`config.mk`:
```
export PLATFORM = sky130hd
export DESIGN_NAME = led_chain_ctrl
export DESIGN_NICKNAME = d
export VERILOG_FILES = /design/src/rtl/led_chain_pkg.sv /design/src/rtl/led_chain_seq.sv /design/src/rtl/led_chain_dp.sv /design/src/rtl/led_chain_ctrl.sv
export SDC_FILE = /design/constraint.sdc
export NUM_CORES = 1
export LEC_CHECK = 0
export CAP_MARGIN = 30
export CORE_UTILIZATION = 25
export DETAILED_ROUTE_END_ITERATION = 10
export GPL_TIMING_DRIVEN = 0
export PLACE_DENSITY = 0.49
export SETUP_SLACK_MARGIN = 0.05
export SYNTH_ARGS = -nofsm -noshare
export SYNTH_HDL_FRONTEND = slang
export SYNTH_SLANG_ARGS = --single-unit
export TNS_END_PERCENT = 10
```
`constraint.sdc`:
```
create_clock -name clk -period 5.7 [get_ports clk]
set_input_delay 0.57 -clock clk [delete_from_list [all_inputs] [get_ports clk]]
set_output_delay 0.57 -clock clk [all_outputs]
set_load 0.005 [all_outputs]
```
`src/rtl/led_chain_pkg.sv`:
```
package led_chain_pkg;
  localparam int LED_COUNT   = 24;
  localparam int GROUP_SIZE  = 8;
  localparam int GROUP_COUNT = LED_COUNT / GROUP_SIZE;
  localparam int GRP_W       = $clog2(GROUP_COUNT);
  localparam int IDX_W       = $clog2(LED_COUNT);
  localparam int FPID_W      = 5;
  localparam int FPIS_W      = 2;
  localparam int LEAD_W      = 2;
  localparam int ADDR_W      = 3;

  localparam logic [ADDR_W-1:0] ADDR_CTRL0  = 3'd0;
  localparam logic [ADDR_W-1:0] ADDR_CTRL1  = 3'd1;
  localparam logic [ADDR_W-1:0] ADDR_DATA0  = 3'd2;
  localparam logic [ADDR_W-1:0] ADDR_DATA1  = 3'd3;
  localparam logic [ADDR_W-1:0] ADDR_RIGHTS = 3'd4;

  typedef enum logic [1:0] {
    SRC_SOFT  = 2'd0,
    SRC_TIMER = 2'd1,
    SRC_DIV   = 2'd2,
    SRC_NONE  = 2'd3
  } updSrc_e;

  typedef enum logic [1:0] {
    ST_IDLE,
    ST_LEAD,
    ST_SHIFT,
    ST_STORE
  } seqState_e;

  // configuration the datapath hands to the sequencer
  typedef struct packed {
    updSrc_e           updSrc;
    logic [FPID_W-1:0] divSel;
    logic [FPIS_W-1:0] shDiv;
    logic [LEAD_W-1:0] leadSlots;
    logic [IDX_W:0]    numBits;
    logic              softReq;
  } chainCfg_t;

  // strobes the sequencer hands to the datapath
  typedef struct packed {
    logic             start;
    logic             done;
    logic             inShift;
    logic             inStore;
    logic             clkHalf;
    logic [IDX_W-1:0] bitIdx;
  } seqStrobe_t;
endpackage

```
`src/rtl/led_chain_seq.sv`:
```
module led_chain_seq
  import led_chain_pkg::*;
#(
  parameter int UPD_SCALE = 4
) (
  input  logic       clk,
  input  logic       rstN,
  input  chainCfg_t  cfg,
  input  logic       timerTick,
  output seqStrobe_t str,
  output logic       swPending
);
  localparam int HCNT_W  = (1 << FPIS_W) - 1;
  localparam int DIV_MAX = (1 << FPID_W) * UPD_SCALE;
  localparam int DCNT_W  = $clog2(DIV_MAX + 1);

  seqState_e         state;
  logic [HCNT_W-1:0] halfCnt;
  logic [HCNT_W-1:0] halfLast;
  logic              half;
  logic [IDX_W-1:0]  bitIdx;
  logic [LEAD_W-1:0] leadCnt;
  logic [DCNT_W-1:0] divCnt;
  logic [DCNT_W-1:0] divLast;
  logic              swPendQ;
  logic              idle;
  logic              divTick;
  logic              srcFire;
  logic              startNow;
  logic              halfEnd;
  logic              slotEnd;
  logic              doneNow;

  assign idle     = (state == ST_IDLE);
  assign halfLast = HCNT_W'((32'd1 << cfg.shDiv) - 32'd1);
  assign divLast  = DCNT_W'((int'(cfg.divSel) + 1) * UPD_SCALE - 1);
  assign divTick  = (cfg.updSrc == SRC_DIV) && (divCnt == divLast);

  always_comb begin
    unique case (cfg.updSrc)
      SRC_SOFT:  srcFire = swPendQ;
      SRC_TIMER: srcFire = timerTick;
      SRC_DIV:   srcFire = divTick;
      default:   srcFire = 1'b0;
    endcase
  end

  assign startNow = idle && srcFire;
  assign halfEnd  = !idle && (halfCnt == halfLast);
  assign slotEnd  = halfEnd && half;
  assign doneNow  = (startNow && (cfg.numBits == '0)) ||
                    ((state == ST_STORE) && slotEnd);

  // update-pulse divider
  always_ff @(posedge clk) begin
    if (!rstN || cfg.updSrc != SRC_DIV) divCnt <= '0;
    else if (divTick)                   divCnt <= '0;
    else                                divCnt <= divCnt + DCNT_W'(1);
  end

  // software trigger: set at reset and on an idle write, cleared at frame end
  always_ff @(posedge clk) begin
    if (!rstN)                               swPendQ <= 1'b1;
    else if (cfg.softReq && idle && !swPendQ) swPendQ <= 1'b1;
    else if (doneNow)                        swPendQ <= 1'b0;
  end

  // frame sequencer
  always_ff @(posedge clk) begin
    if (!rstN) begin
      state   <= ST_IDLE;
      halfCnt <= '0;
      half    <= 1'b1;
      bitIdx  <= '0;
      leadCnt <= '0;
    end else if (startNow && cfg.numBits != '0) begin
      state   <= (cfg.leadSlots != '0) ? ST_LEAD : ST_SHIFT;
      halfCnt <= '0;
      half    <= 1'b0;
      bitIdx  <= IDX_W'(cfg.numBits - 1'b1);
      leadCnt <= cfg.leadSlots - LEAD_W'(1);
    end else if (!idle) begin
      if (halfEnd) begin
        halfCnt <= '0;
        half    <= ~half;
        if (half) begin
          unique case (state)
            ST_LEAD: begin
              if (leadCnt == '0) state <= ST_SHIFT;
              else               leadCnt <= leadCnt - LEAD_W'(1);
            end
            ST_SHIFT: begin
              if (bitIdx == '0) state <= ST_STORE;
              else              bitIdx <= bitIdx - IDX_W'(1);
            end
            default: begin
              state <= ST_IDLE;
              half  <= 1'b1;
            end
          endcase
        end
      end else begin
        halfCnt <= halfCnt + HCNT_W'(1);
      end
    end
  end

  assign str.start   = startNow;
  assign str.done    = doneNow;
  assign str.inShift = (state == ST_SHIFT);
  assign str.inStore = (state == ST_STORE);
  assign str.clkHalf = half;
  assign str.bitIdx  = bitIdx;
  assign swPending   = swPendQ;

  // the trigger bit only drops in the cycle after a frame completes
  p_trig_clear_r3: assert property (@(posedge clk) disable iff (!rstN)
    $fell(swPending) |-> $past(str.done));

  // the store phase is entered only from the last data bit
  p_store_after_last_r12: assert property (@(posedge clk) disable iff (!rstN)
    $rose(str.inStore) |-> $past(str.inShift && str.bitIdx == '0));

  // within a frame the bit index only holds or steps down by one
  p_bit_order_r5: assert property (@(posedge clk) disable iff (!rstN)
    (str.inShift && $past(str.inShift)) |->
      (str.bitIdx == $past(str.bitIdx) || str.bitIdx == $past(str.bitIdx) - IDX_W'(1)));
endmodule

```
`src/rtl/led_chain_dp.sv`:
```
module led_chain_dp
  import led_chain_pkg::*;
(
  input  logic              clk,
  input  logic              rstN,
  input  logic              regValid,
  input  logic              regWrite,
  input  logic [ADDR_W-1:0] regAddr,
  input  logic [31:0]       regWdata,
  output logic [31:0]       regRdata,
  input  logic [1:0]        statusIn,
  input  seqStrobe_t        str,
  input  logic              swPending,
  output chainCfg_t         cfg,
  output logic              shClk,
  output logic              serData,
  output logic              storeOut
);
  logic                   launchFall;
  logic [1:0]             statSel;
  logic [LED_COUNT-1:0]   blinkEn;
  updSrc_e                updSrcQ;
  logic                   storeInv;
  logic [FPID_W-1:0]      divSelQ;
  logic [FPIS_W-1:0]      shDivQ;
  logic [LEAD_W-1:0]      leadQ;
  logic [GROUP_COUNT-1:0] grpEn;
  logic [LED_COUNT-1:0]   data0;
  logic [LED_COUNT-1:0]   data1;
  logic [LED_COUNT-1:0]   rights;
  logic [LED_COUNT-1:0]   frame;
  logic [LED_COUNT-1:0]   frameNext;
  logic [IDX_W:0]         numBits;
  logic                   wrEn;
  logic [GRP_W-1:0]       grpOfBit;
  logic                   clkLvl;
  logic                   unusedBits;

  assign wrEn = regValid && regWrite;

  always_ff @(posedge clk) begin
    if (!rstN) begin
      launchFall <= 1'b1;
      statSel    <= '0;
      blinkEn    <= '0;
      updSrcQ    <= SRC_SOFT;
      storeInv   <= 1'b0;
      divSelQ    <= '0;
      shDivQ     <= '0;
      leadQ      <= '0;
      grpEn      <= '0;
      data0      <= '0;
      data1      <= '0;
      rights     <= '0;
    end else if (wrEn) begin
      unique case (regAddr)
        ADDR_CTRL0: begin
          launchFall <= regWdata[26];
          statSel    <= regWdata[25:24];
          blinkEn    <= regWdata[LED_COUNT-1:0];
        end
        ADDR_CTRL1: begin
          updSrcQ  <= updSrc_e'(regWdata[31:30]);
          storeInv <= regWdata[28];
          divSelQ  <= regWdata[27:23];
          shDivQ   <= regWdata[21:20];
          leadQ    <= regWdata[19:18];
          grpEn    <= regWdata[GROUP_COUNT-1:0];
        end
        ADDR_DATA0:  data0  <= regWdata[LED_COUNT-1:0];
        ADDR_DATA1:  data1  <= regWdata[LED_COUNT-1:0];
        ADDR_RIGHTS: rights <= regWdata[LED_COUNT-1:0];
        default: ;
      endcase
    end
  end

  // chain length follows the highest enabled group
  always_comb begin
    numBits = '0;
    for (int g = 0; g < GROUP_COUNT; g++)
      if (grpEn[g]) numBits = (IDX_W+1)'((g + 1) * GROUP_SIZE);
  end

  // per-LED frame source: status override, then blink, then selected CPU word
  for (genvar i = 0; i < LED_COUNT; i++) begin : g_led
    logic baseVal;
    logic blinkVal;
    assign baseVal  = rights[i] ? data1[i] : data0[i];
    assign blinkVal = blinkEn[i] ? ~frame[i] : baseVal;
    if (i < 2) begin : g_stat
      assign frameNext[i] = statSel[i] ? statusIn[i] : blinkVal;
    end else begin : g_plain
      assign frameNext[i] = blinkVal;
    end
  end

  always_ff @(posedge clk) begin
    if (!rstN)          frame <= '0;
    else if (str.start) frame <= frameNext;
  end

  always_comb begin
    unique case (regAddr)
      ADDR_CTRL0:  regRdata = {swPending, 4'b0, launchFall, statSel, blinkEn};
      ADDR_CTRL1:  regRdata = {updSrcQ, 1'b0, storeInv, divSelQ, 1'b0, shDivQ,
                               leadQ, 15'b0, grpEn};
      ADDR_DATA0:  regRdata = {8'b0, data0};
      ADDR_DATA1:  regRdata = {8'b0, data1};
      ADDR_RIGHTS: regRdata = {8'b0, rights};
      default:     regRdata = '0;
    endcase
  end

  assign cfg.updSrc    = updSrcQ;
  assign cfg.divSel    = divSelQ;
  assign cfg.shDiv     = shDivQ;
  assign cfg.leadSlots = leadQ;
  assign cfg.numBits   = numBits;
  assign cfg.softReq   = wrEn && (regAddr == ADDR_CTRL0) && regWdata[31] &&
                         (updSrcQ == SRC_SOFT);

  // pin drive
  assign grpOfBit = GRP_W'(str.bitIdx / GROUP_SIZE);
  assign clkLvl   = str.inShift ? str.clkHalf : 1'b1;
  assign shClk    = launchFall ? clkLvl : ~clkLvl;
  assign serData  = str.inShift && frame[str.bitIdx] && grpEn[grpOfBit];
  assign storeOut = storeInv ? ~shClk : str.inStore;

  assign unusedBits = ^{regWdata[30:29], regWdata[22], regWdata[17:GROUP_COUNT], str.done};

  // the LED frame moves only on an update pulse
  p_frame_hold_r7: assert property (@(posedge clk) disable iff (!rstN)
    !str.start |=> $stable(frame));

  // no data leaves the block outside the shift phase
  p_ser_quiet_r13: assert property (@(posedge clk) disable iff (!rstN)
    !str.inShift |-> !serData);
endmodule

```
`src/rtl/led_chain_ctrl.sv`:
```
module led_chain_ctrl
  import led_chain_pkg::*;
#(
  parameter int UPD_SCALE = 4
) (
  input  logic        clk,
  input  logic        rstN,
  input  logic        regValid,
  input  logic        regWrite,
  input  logic [2:0]  regAddr,
  input  logic [31:0] regWdata,
  output logic [31:0] regRdata,
  input  logic        timerTick,
  input  logic [1:0]  statusIn,
  output logic        shClk,
  output logic        serData,
  output logic        storeOut
);
  chainCfg_t  cfg;
  seqStrobe_t str;
  logic       swPending;

  led_chain_seq #(.UPD_SCALE(UPD_SCALE)) u_seq (
    .clk       (clk),
    .rstN      (rstN),
    .cfg       (cfg),
    .timerTick (timerTick),
    .str       (str),
    .swPending (swPending)
  );

  led_chain_dp u_dp (
    .clk       (clk),
    .rstN      (rstN),
    .regValid  (regValid),
    .regWrite  (regWrite),
    .regAddr   (regAddr),
    .regWdata  (regWdata),
    .regRdata  (regRdata),
    .statusIn  (statusIn),
    .str       (str),
    .swPending (swPending),
    .cfg       (cfg),
    .shClk     (shClk),
    .serData   (serData),
    .storeOut  (storeOut)
  );
endmodule

```
==> impl_metrics.toml, run 1 <==
[hold_path]
hold_class = "reg2reg"
hold_start = "u_dp.data0[19]$_SDFFE_PN0P_"

[grt]
global_route.usage.total_pct = 17.2
global_route_wire_length_before_repair_um = 42800
initial_antenna_violation_count = 0
congestion_overflow_gr = 0
grt_start_max_net_pins = 17
first_global_vias = 7218

[job]
drv.max_cap_violation_count = 0

[synthesis]
post-synth-top-area-fraction_pct = 40.4
post_synth_instance_area_mm2 = 0.00794
ys.warnings.count = 0
synthesis.nets = 1037
postSynthRegisterBits = 160
synth_cell_type_count = 65
yosys.cell_count.top_type = "nand2_1"
ranking_of_synthesized_cells_by_area = "dfxtp_1 (40%), nand2_1 (12%), a21oi_1 (8.4%), mux2i_1 (3.7%), clkbuf_1 (2.6%)"
synth_async_sr_flop_share_pct = 0
post_synth_fa_ha_maj_area_fraction_pct = 1.42
synthSimpleGateAreaFrac_pct = 21.8
synthesis.instances = 986
most_used_flip_flop_cell_after_synthesis = "dfxtp_1"
combinational_family_with_the_most_area_after_synthesis = "compound AO/OA/AOI/OAI gates"
synth-xor-area-share_pct = 2.14
synth-compound-area-share_pct = 22.7
syn_area_per_cell_um2 = 8.05
synth_sequential_area_ratio_pct = 40.4
ys_top_cells_by_count = "nand2_1 (259), dfxtp_1 (160), a21oi_1 (133)"
synth_largest_area_cell = "dfxtp_1"
synth-edff-count = 0
yosys-mux-area-fraction_pct = 6.78

[finish]
num-nets-final = 1129
num-fill-cells = 3320
final_cell_area_mm2 = 0.00978
area_used_by_multi_input_combinational_logic_mm2 = 0.00436
drive_above_1_share_pct = 7.61
area_growth_syn_to_layout_pct = 23.2
area.sequential_mm2 = 0.00320
antenna_cells = 0

[drt]
drc = 0
route.vias.total = 7414
detail_route.wirelength_um = 27400
first_pass_iters = 5
viasPerCell = 4.99
drt_first_iter_violations = 545
residual_antenna_violating_net_count_after_detailed_routing = 0
routed_wire_length_per_instance_um = 18.4

[clock_tree]
cts_root_buf = "clkbuf_16"
clock-sinks = 160
worst_skew_pair.late_latency_ps = 430
cts-buffers-inserted = 17
cts-resized-gates = 0
cts_max_level = 4
cts.clk_slew.worst_paths_ps = 60
cts_buffer_depth = 2
tritoncts = "yes"
cts.repair_timing.setup_buffer_count = 0
postCtsHoldBufs = 0

[timing]
max_slew_margin_vs_limit_pct = 46.1
fmax_ghz = 0.237
slew_violations = 0
finalSetupViolations = 0
rsz0062_at_grt = "false"
period_share_pct = 74.0
setup_total_negative_slack_ps = 0
hold_violations = 0
max_slew.worst_pin.slew_ps = 808
post-route-min-period_ps = 4220
final.hold.worst_slack_ps = 469
fin_skew_ps = 9.37

[critical_path]
crit_path_kind = "in2out"
first_element_of_the_critical_path = "regAddr[0]"
worstPathRequired_ps = 5130
reg2reg_from = "u_dp.divSelQ[1]$_SDFFE_PN0P_"
worst_setup_path_end_kind = "output port"
worstPathMaxFanout = 10
worst_ep_arrival_time_ps = 3650
setup.worst_path.start_class = "input pin"

[placed_design]
io_buffer_count = 72
place_congestion = 0.804
placed_area_mm2 = 0.00916
hpwl_dp_um = 19900

[floorplan]
die_x_um = 180
design.die.area_mm2 = 0.0325
core_mm2 = 0.0309
ios = 77
initial_utilization_pct = 25.7
die_height_um = 180
fp-row-count = 64

[power]
p_leak_nw = 3.13
ir_drop_mv = 0.184
power.density_mw_per_mm2 = 268

[status]
status = "complete, no violations"
[layout by cell type, fill, tap and decap left out, types with 6 or more instances in the layout]
| master | n |
|---|---|
| o221a_2 | 10 |
| nand3_1 | 22 |
| ha_1 | 9 |
| or3_1 | 15 |
| a31oi_1 | 13 |
| mux2i_1 | 29 |
| and3_1 | 11 |
| a22o_1 | 20 |
| nor2_1 | 23 |
| clkdlybuf4s50_1 | 72 |
| o21ai_0 | 17 |
| mux4_2 | 6 |
| clkbuf_1 | 54 |
| a21oi_1 | 133 |
| nand2_1 | 259 |
| clkbuf_16 | 17 |
| buf_2 | 9 |
| a22oi_1 | 16 |
| o22ai_1 | 10 |
| nor2b_1 | 10 |
| dfxtp_1 | 160 |
| inv_1 | 20 |
| nor3_1 | 10 |
| a211oi_1 | 7 |
| and2_1 | 7 |
| xnor2_1 | 11 |
| mux2_2 | 10 |
| nand3b_1 | 13 |
| a221o_1 | 17 |
[worst paths after layout]
check | end | depth (start not counted) | slack, ps
setup / recovery | regRdata[17] | 8 | 1480
hold / removal | u_dp.data0[19]$_SDFFE_PN0P_ | 2 | 470
setup reg to reg | u_seq.bitIdx[4]$_SDFFE_PN0P_ | 14 | 2320
hold reg to reg | u_dp.data0[19]$_SDFFE_PN0P_ | 2 | 470
[layout make-up]
class,count,share of cell area (%)
buffer,72,3.07
clock buffer,18,4.49
clock inverter,13,1.79
inverter,21,0.806
multi-input combinational,733,44.6
sequential,160,32.8
tap,396,5.07
timing repair buffer,73,7.45
[sequential cells by signal, summed over array words and instances (netlist names), 2 cells and up]
name and count:
u_dp.blinkEn 24, u_seq.divCnt 8, u_dp.data1 24, u_seq.leadCnt 2, u_dp.frame 24, u_dp.grpEn 3
u_dp.shDivQ 2, u_dp.data0 24, u_dp.divSelQ 5, u_dp.rights 24, u_dp.updSrcQ 2, u_dp.statSel 2
u_seq.bitIdx 5, u_seq.state 2, u_seq.halfCnt 3, u_dp.leadQ 2
[per-layer routing]
metal	routed length [um]	global-route usage, %	up-vias
met3	1090	2.53	20
met1	13300	23.6	3556
met5	0	0	-
li1	-	-	3670
met4	302	4.10	0
met2	12700	28.1	168
[power breakdown]
part / internal (W) / leakage (nW) / switching, W
sequential: 0.00114 / 1.29 / 0.0000177
combinational: 0.0000811 / 1.54 / 0.000158
clock: 0.000709 / 0.300 / 0.000516
total: 0.00193 / 3.13 / 0.000691
[per-stage QoR]
| stage | worst slack (ps) | cells | utilization (%) | power (W) |
|---|---|---|---|---|
| 6_report | 1480 | 1486 | 31.6 | 0.00262 |
| 3_5_place_dp | 1460 | 1455 | 29.6 | 0.00142 |
| 2_1_floorplan | 2870 | 986 | - | 0.00130 |
| 5_1_grt | 1240 | 1486 | 31.6 | 0.00270 |
| 4_1_cts | 1460 | 1486 | 31.6 | 0.00264 |
| 3_3_place_gp | 1000 | 1454 | 29.6 | 0.00142 |
[kinds of logic (layout without fill, tap and decap cells)]
group | count (synthesis) | in the layout
compound gates | 273 | 273
xor+xnor | 17 | 17
fa+ha+maj | 9 | 9
buf+inv | 93 | 197
flops | 160 | 160
mux | 45 | 45
other cells | 1 | 1
simple gates | 388 | 388
[worst max-delay path: stages]
cell	delay (ps)
clkdlybuf4s50_1	560
nor2b_1	150
clkbuf_1	450
and2_1	200
clkbuf_1	420
clkbuf_1	500
a221o_1	270
clkdlybuf4s50_1	520
Note: power is estimated with default switching activity, not from simulation.
==> inputs of run 2 (changes only) <==
Settings changed: PLACE_DENSITY 0.49 to 0.51.
Clock period 5.7 ns to 3.74 ns, I/O delays scaled along.
==> impl_metrics.toml, run 2 (same netlist as run 1, synthesis figures left out) <==
[status]
status = "finished, violations left"
violations = "DRC"

[clock_tree]
cts_root_buf = "clkbuf_16"
cts.clk_slew.worst_paths_ps = 70
clock-sinks = 160
cts_buffer_depth = 2
worst_skew_pair.late_latency_ps = 440
cts.repair_timing.setup_buffer_count = 0
cts_max_level = 4
cts-buffers-inserted = 17
tritoncts = "yes"

[floorplan]
fp-row-count = 64
core_mm2 = 0.0309
initial_utilization_pct = 25.7
die_height_um = 180
ios = 77
design.die.area_mm2 = 0.0325
die_x_um = 180

[placed_design]
placed_area_mm2 = 0.00916
hpwl_dp_um = 19600
place_congestion = 0.838
io_buffer_count = 72
place_inst = 1455

[finish]
drive_above_1_share_pct = 7.90
num-nets-final = 1128
most-common-layout-cells = "nand2_1 (259), dfxtp_1 (160), a21oi_1 (133)"
layout.cells.most_common = "nand2_1"
area_growth_syn_to_layout_pct = 22.5
post_layout_nonfiller_instances = 1485
antenna_cells = 0
final_cell_area_mm2 = 0.00972
num-fill-cells = 3302

[grt]
initial_antenna_violation_count = 0
congestion_overflow_gr = 0
global_route.usage.total_pct = 17.0
grt_start_max_net_pins = 17
global_route_wire_length_before_repair_um = 42300
first_global_vias = 7184

[timing]
max_slew.worst_pin.slew_ps = 831
finalSetupViolations = 0
slew_violations = 0
post-route-min-period_ps = 3560
fin_skew_ps = 14.5
setup_total_negative_slack_ps = 0
rsz0062_at_grt = "true"
max_slew_margin_vs_limit_pct = 44.6
final.hold.worst_slack_ps = 469
fmax_ghz = 0.281
hold_violations = 0
period_share_pct = 95.1

[drt]
drc = 1
routed_wire_length_per_instance_um = 18.4
residual_antenna_violating_net_count_after_detailed_routing = 0
route.vias.total = 7525
detail_route.wirelength_um = 27300
first_pass_iters = 8
drt_first_iter_violations = 589
viasPerCell = 5.07

[power]
p_leak_nw = 3.11
power.density_mw_per_mm2 = 393
ir_drop_mv = 0.303
fin_total_pwr_w = 0.00382

[critical_path]
worst_ep_arrival_time_ps = 3180
crit_path_kind = "in2out"
worstPathMaxFanout = 10
setup.worst_path.start_class = "input pin"
worst_setup_path_end_kind = "output port"
worstPathRequired_ps = 3370

[hold_path]
hold_class = "reg2reg"

[job]
drv.max_cap_violation_count = 0
-- run 2: changes by cell type in the layout (fill, tap and decap cells not counted), moves of 2 or more --
| cell | change |
|---|---|
| clkbuf_2 | +3 |
| clkinvlp_4 | +2 |
| clkinv_4 | -2 |
| bufinv_16 | -2 |
| clkbuf_1 | -2 |
-- run 2: final timing paths --
path	slack [ps]	depth (start not counted)	end	from
setup / recovery	180	7	regRdata[9]	regAddr[1]
hold / removal	470	2	u_dp.data0[10]$_SDFFE_PN0P_	u_dp.data0[10]$_SDFFE_PN0P_
setup reg to reg	380	14	u_seq.bitIdx[4]$_SDFFE_PN0P_	u_dp.divSelQ[0]$_SDFFE_PN0P_
hold reg to reg	470	2	u_dp.data0[10]$_SDFFE_PN0P_	u_dp.data0[10]$_SDFFE_PN0P_
-- run 2: cell type report --
| class | instances | area [um2] | area share, % |
|---|---|---|---|
| flip-flops and latches | 160 | 3200 | 32.9 |
| repair buffers | 73 | 728 | 7.49 |
| multi-input cells | 733 | 4360 | 44.9 |
| clock buffers | 20 | 447 | 4.59 |
| inverters | 21 | 78.8 | 0.811 |
| plain buffers | 71 | 300 | 3.09 |
| well taps | 396 | 495 | 5.10 |
| clock inverters | 11 | 106 | 1.09 |
-- run 2: report_power, final --
group | total (W) | leakage, nW | internal, W | switching (W)
Combinational | 0.000365 | 1.55 | 0.000124 | 0.000241
Sequential | 0.00176 | 1.29 | 0.00173 | 0.0000269
Clock | 0.00170 | 0.264 | 0.000937 | 0.000762
Total | 0.00382 | 3.11 | 0.00279 | 0.00103
-- run 2: what timing repair did --
item                                    in CTS  in global routing
endpoints found under the setup margin      10                 10
resized for setup                            3                  4
hold buffers                                 0                  0
-- run 2: worst max-delay path, cell delays in order --
cell and delay (ps):
clkdlybuf4s50_1 600, clkbuf_1 440, nor3b_2 460, clkbuf_1 440, a22o_1 220, a221o_1 140
clkdlybuf4s50_1 510
-- run 2: layer usage --
metal  up-vias  wire length (um)  global-route usage [%]
met5         -                 0                       0
li1       3671                 -                       -
met3        19              1140                    2.65
met2       199             12400                    27.2
met4         0               333                    4.96
met1      3636             13300                    23.5
-- run 2: per-stage QoR --
stage | utilization (%) | worst slack [ps]
3_3_place_gp | 29.6 | -609
3_5_place_dp | 29.6 | -100
6_report | 31.5 | 183
4_1_cts | 31.5 | 50.9
5_1_grt | 31.5 | 24.1
2_1_floorplan | - | 913
==> inputs of run 3 (changes only) <==
Settings changed: CTS_CLUSTER_DIAMETER from default to 200, REMOVE_ABC_BUFFERS from default to 1.
==> impl_metrics.toml, run 3 (same netlist as run 1, synthesis figures left out) <==
[timing]
final.hold.worst_slack_ps = 465
fmax_ghz = 0.283
finalSetupViolations = 0
slew_violations = 0
post-route-min-period_ps = 3530
max_slew.worst_pin.slew_ps = 988
period_share_pct = 94.3
max_slew_margin_vs_limit_pct = 34.1
hold_violations = 0
layout_setup_ws_ps = 212
fin_skew_ps = 9.41
setup_total_negative_slack_ps = 0
rsz0062_at_grt = "false"

[placed_design]
dp_worst_slack_ps = -769
hpwl_dp_um = 16800
place_inst = 1398
io_buffer_count = 74
place_congestion = 0.790

[power]
ir_drop_mv = 0.274
power.density_mw_per_mm2 = 415
p_leak_nw = 3.18

[clock_tree]
cts.clk_slew.worst_paths_ps = 60
tritoncts = "yes"
cts_max_level = 4
cts_buffer_depth = 2
worst_skew_pair.late_latency_ps = 440
cts_root_buf = "clkbuf_16"
clock-sinks = 160
cts.repair_timing.setup_buffer_count = 0
cts-buffers-inserted = 17

[floorplan]
die_height_um = 180
core_mm2 = 0.0309
ios = 77
initial_utilization_pct = 25.7
fp-row-count = 64
design.die.area_mm2 = 0.0325
die_x_um = 180

[finish]
post_layout_nonfiller_instances = 1430
most-common-layout-cells = "nand2_1 (259), dfxtp_1 (158), a21oi_1 (133)"
layout.cells.most_common = "nand2_1"
antenna_cells = 0
area_used_by_multi_input_combinational_logic_mm2 = 0.00440
num-fill-cells = 3244
area.sequential_mm2 = 0.00321
drive_above_1_share_pct = 9.38
num-nets-final = 1072
postLayoutCoreUtil_pct = 31.9
area_growth_syn_to_layout_pct = 24.1

[critical_path]
critPathMaxStageDelay_ps = 750
rr_endpoint = "u_seq.bitIdx[1]$_SDFFE_PN0P_"
worst_setup_path_end_kind = "output port"
worst_ep_arrival_time_ps = 3150
worstPathCellList = "clkdlybuf4s50_1 -> nor2b_2 -> and2_2 -> a221o_1 -> clkdlybuf4s50_1"
worst_r2r_path_depth = 10
r2r_setup_slack_ps = 350
worstPathMaxFanout = 18
crit_path_kind = "in2out"
critical_path.slowest_cell = "clkdlybuf4s50_1"
reg2reg_from = "u_dp.divSelQ[1]$_SDFFE_PN0P_"
setup.worst_path.start_class = "input pin"
worstPathRequired_ps = 3370
timing.critical_path.mode_cell = "clkdlybuf4s50_1"

[drt]
route.vias.total = 7211
detail_route.wirelength_um = 25400
first_pass_iters = 5
routed_wire_length_per_instance_um = 17.8
drc = 0
residual_antenna_violating_net_count_after_detailed_routing = 0
viasPerCell = 5.04
drt_first_iter_violations = 525

[hold_path]
min_delay_worst_endpoint = "u_dp.data0[1]$_SDFFE_PN0P_"
hold_start = "u_dp.data0[1]$_SDFFE_PN0P_"
min_delay_path_depth = 2
hold_class = "reg2reg"

[grt]
global_route.usage.total_pct = 15.8
initial_antenna_violation_count = 1
grt_start_max_net_pins = 83
global_route_wire_length_before_repair_um = 39800
first_global_vias = 6825
congestion_overflow_gr = 0

[status]
status = "complete, no violations"

[job]
drv.max_cap_violation_count = 0
## run 3: stage by stage
stage	area [um2]	total power [W]
floorplan	7640	0.00195
global placement	8870	0.00211
detailed placement	9160	0.00214
CTS	9830	0.00411
global route	9850	0.00423
finish	9850	0.00409
## run 3: worst max-delay path: cells and delay by family
family	cells	cell delay [ps]
AND/OR/NAND/NOR	2	1160
buffers and inverters	2	1280
AO/OA/AOI/OAI	1	330
## run 3: worst max-delay path by stage
stage | start | end | slack (ps)
after floorplan | u_dp.divSelQ[0]$_SDFFE_PN0P_ | u_seq.bitIdx[1]$_SDFFE_PN0P_ | 440
after global placement | regAddr[1] | u_dp.blinkEn[20]$_SDFFE_PN0P_ | -2950
after detailed placement | regAddr[0] | u_dp.data1[15]$_SDFFE_PN0P_ | -770
after CTS | regAddr[1] | regRdata[8] | 30
after global routing | u_dp.divSelQ[1]$_SDFFE_PN0P_ | u_seq.bitIdx[4]$_SDFFE_PN0P_ | 70
final | regAddr[2] | regRdata[8] | 210
## run 3: cell type report
type	count	share of cell area, %
Clock buffer	18	4.46
Clock inverter	14	2.22
Inverter	21	0.851
Multi-Input combinational cell	733	44.7
Sequential cell	160	32.5
Tap cell	396	5.03
Timing Repair Buffer	88	10.2
## run 3: repair_timing
action | in CTS | in global routing
endpoints found under the setup margin | 77 | 25
hold buffers | 0 | 0
gates resized for setup | 6 | 6
pin swaps | 0 | 0
## run 3: per-layer routing
layer	share of wire, %	routed length (um)	up-vias	track usage [%]
met3	4.6	1180	26	3.13
met1	47	11800	3457	20.7
met4	1.1	282	2	3.59
met2	48	12100	173	26.4
met5	0.067	17	-	0
li1	-	-	3553	-
## run 3: power by group
part	switching, W	internal [W]
Clock	0.000816	0.00116
Combinational	0.000210	0.000133
Sequential	0.0000323	0.00173
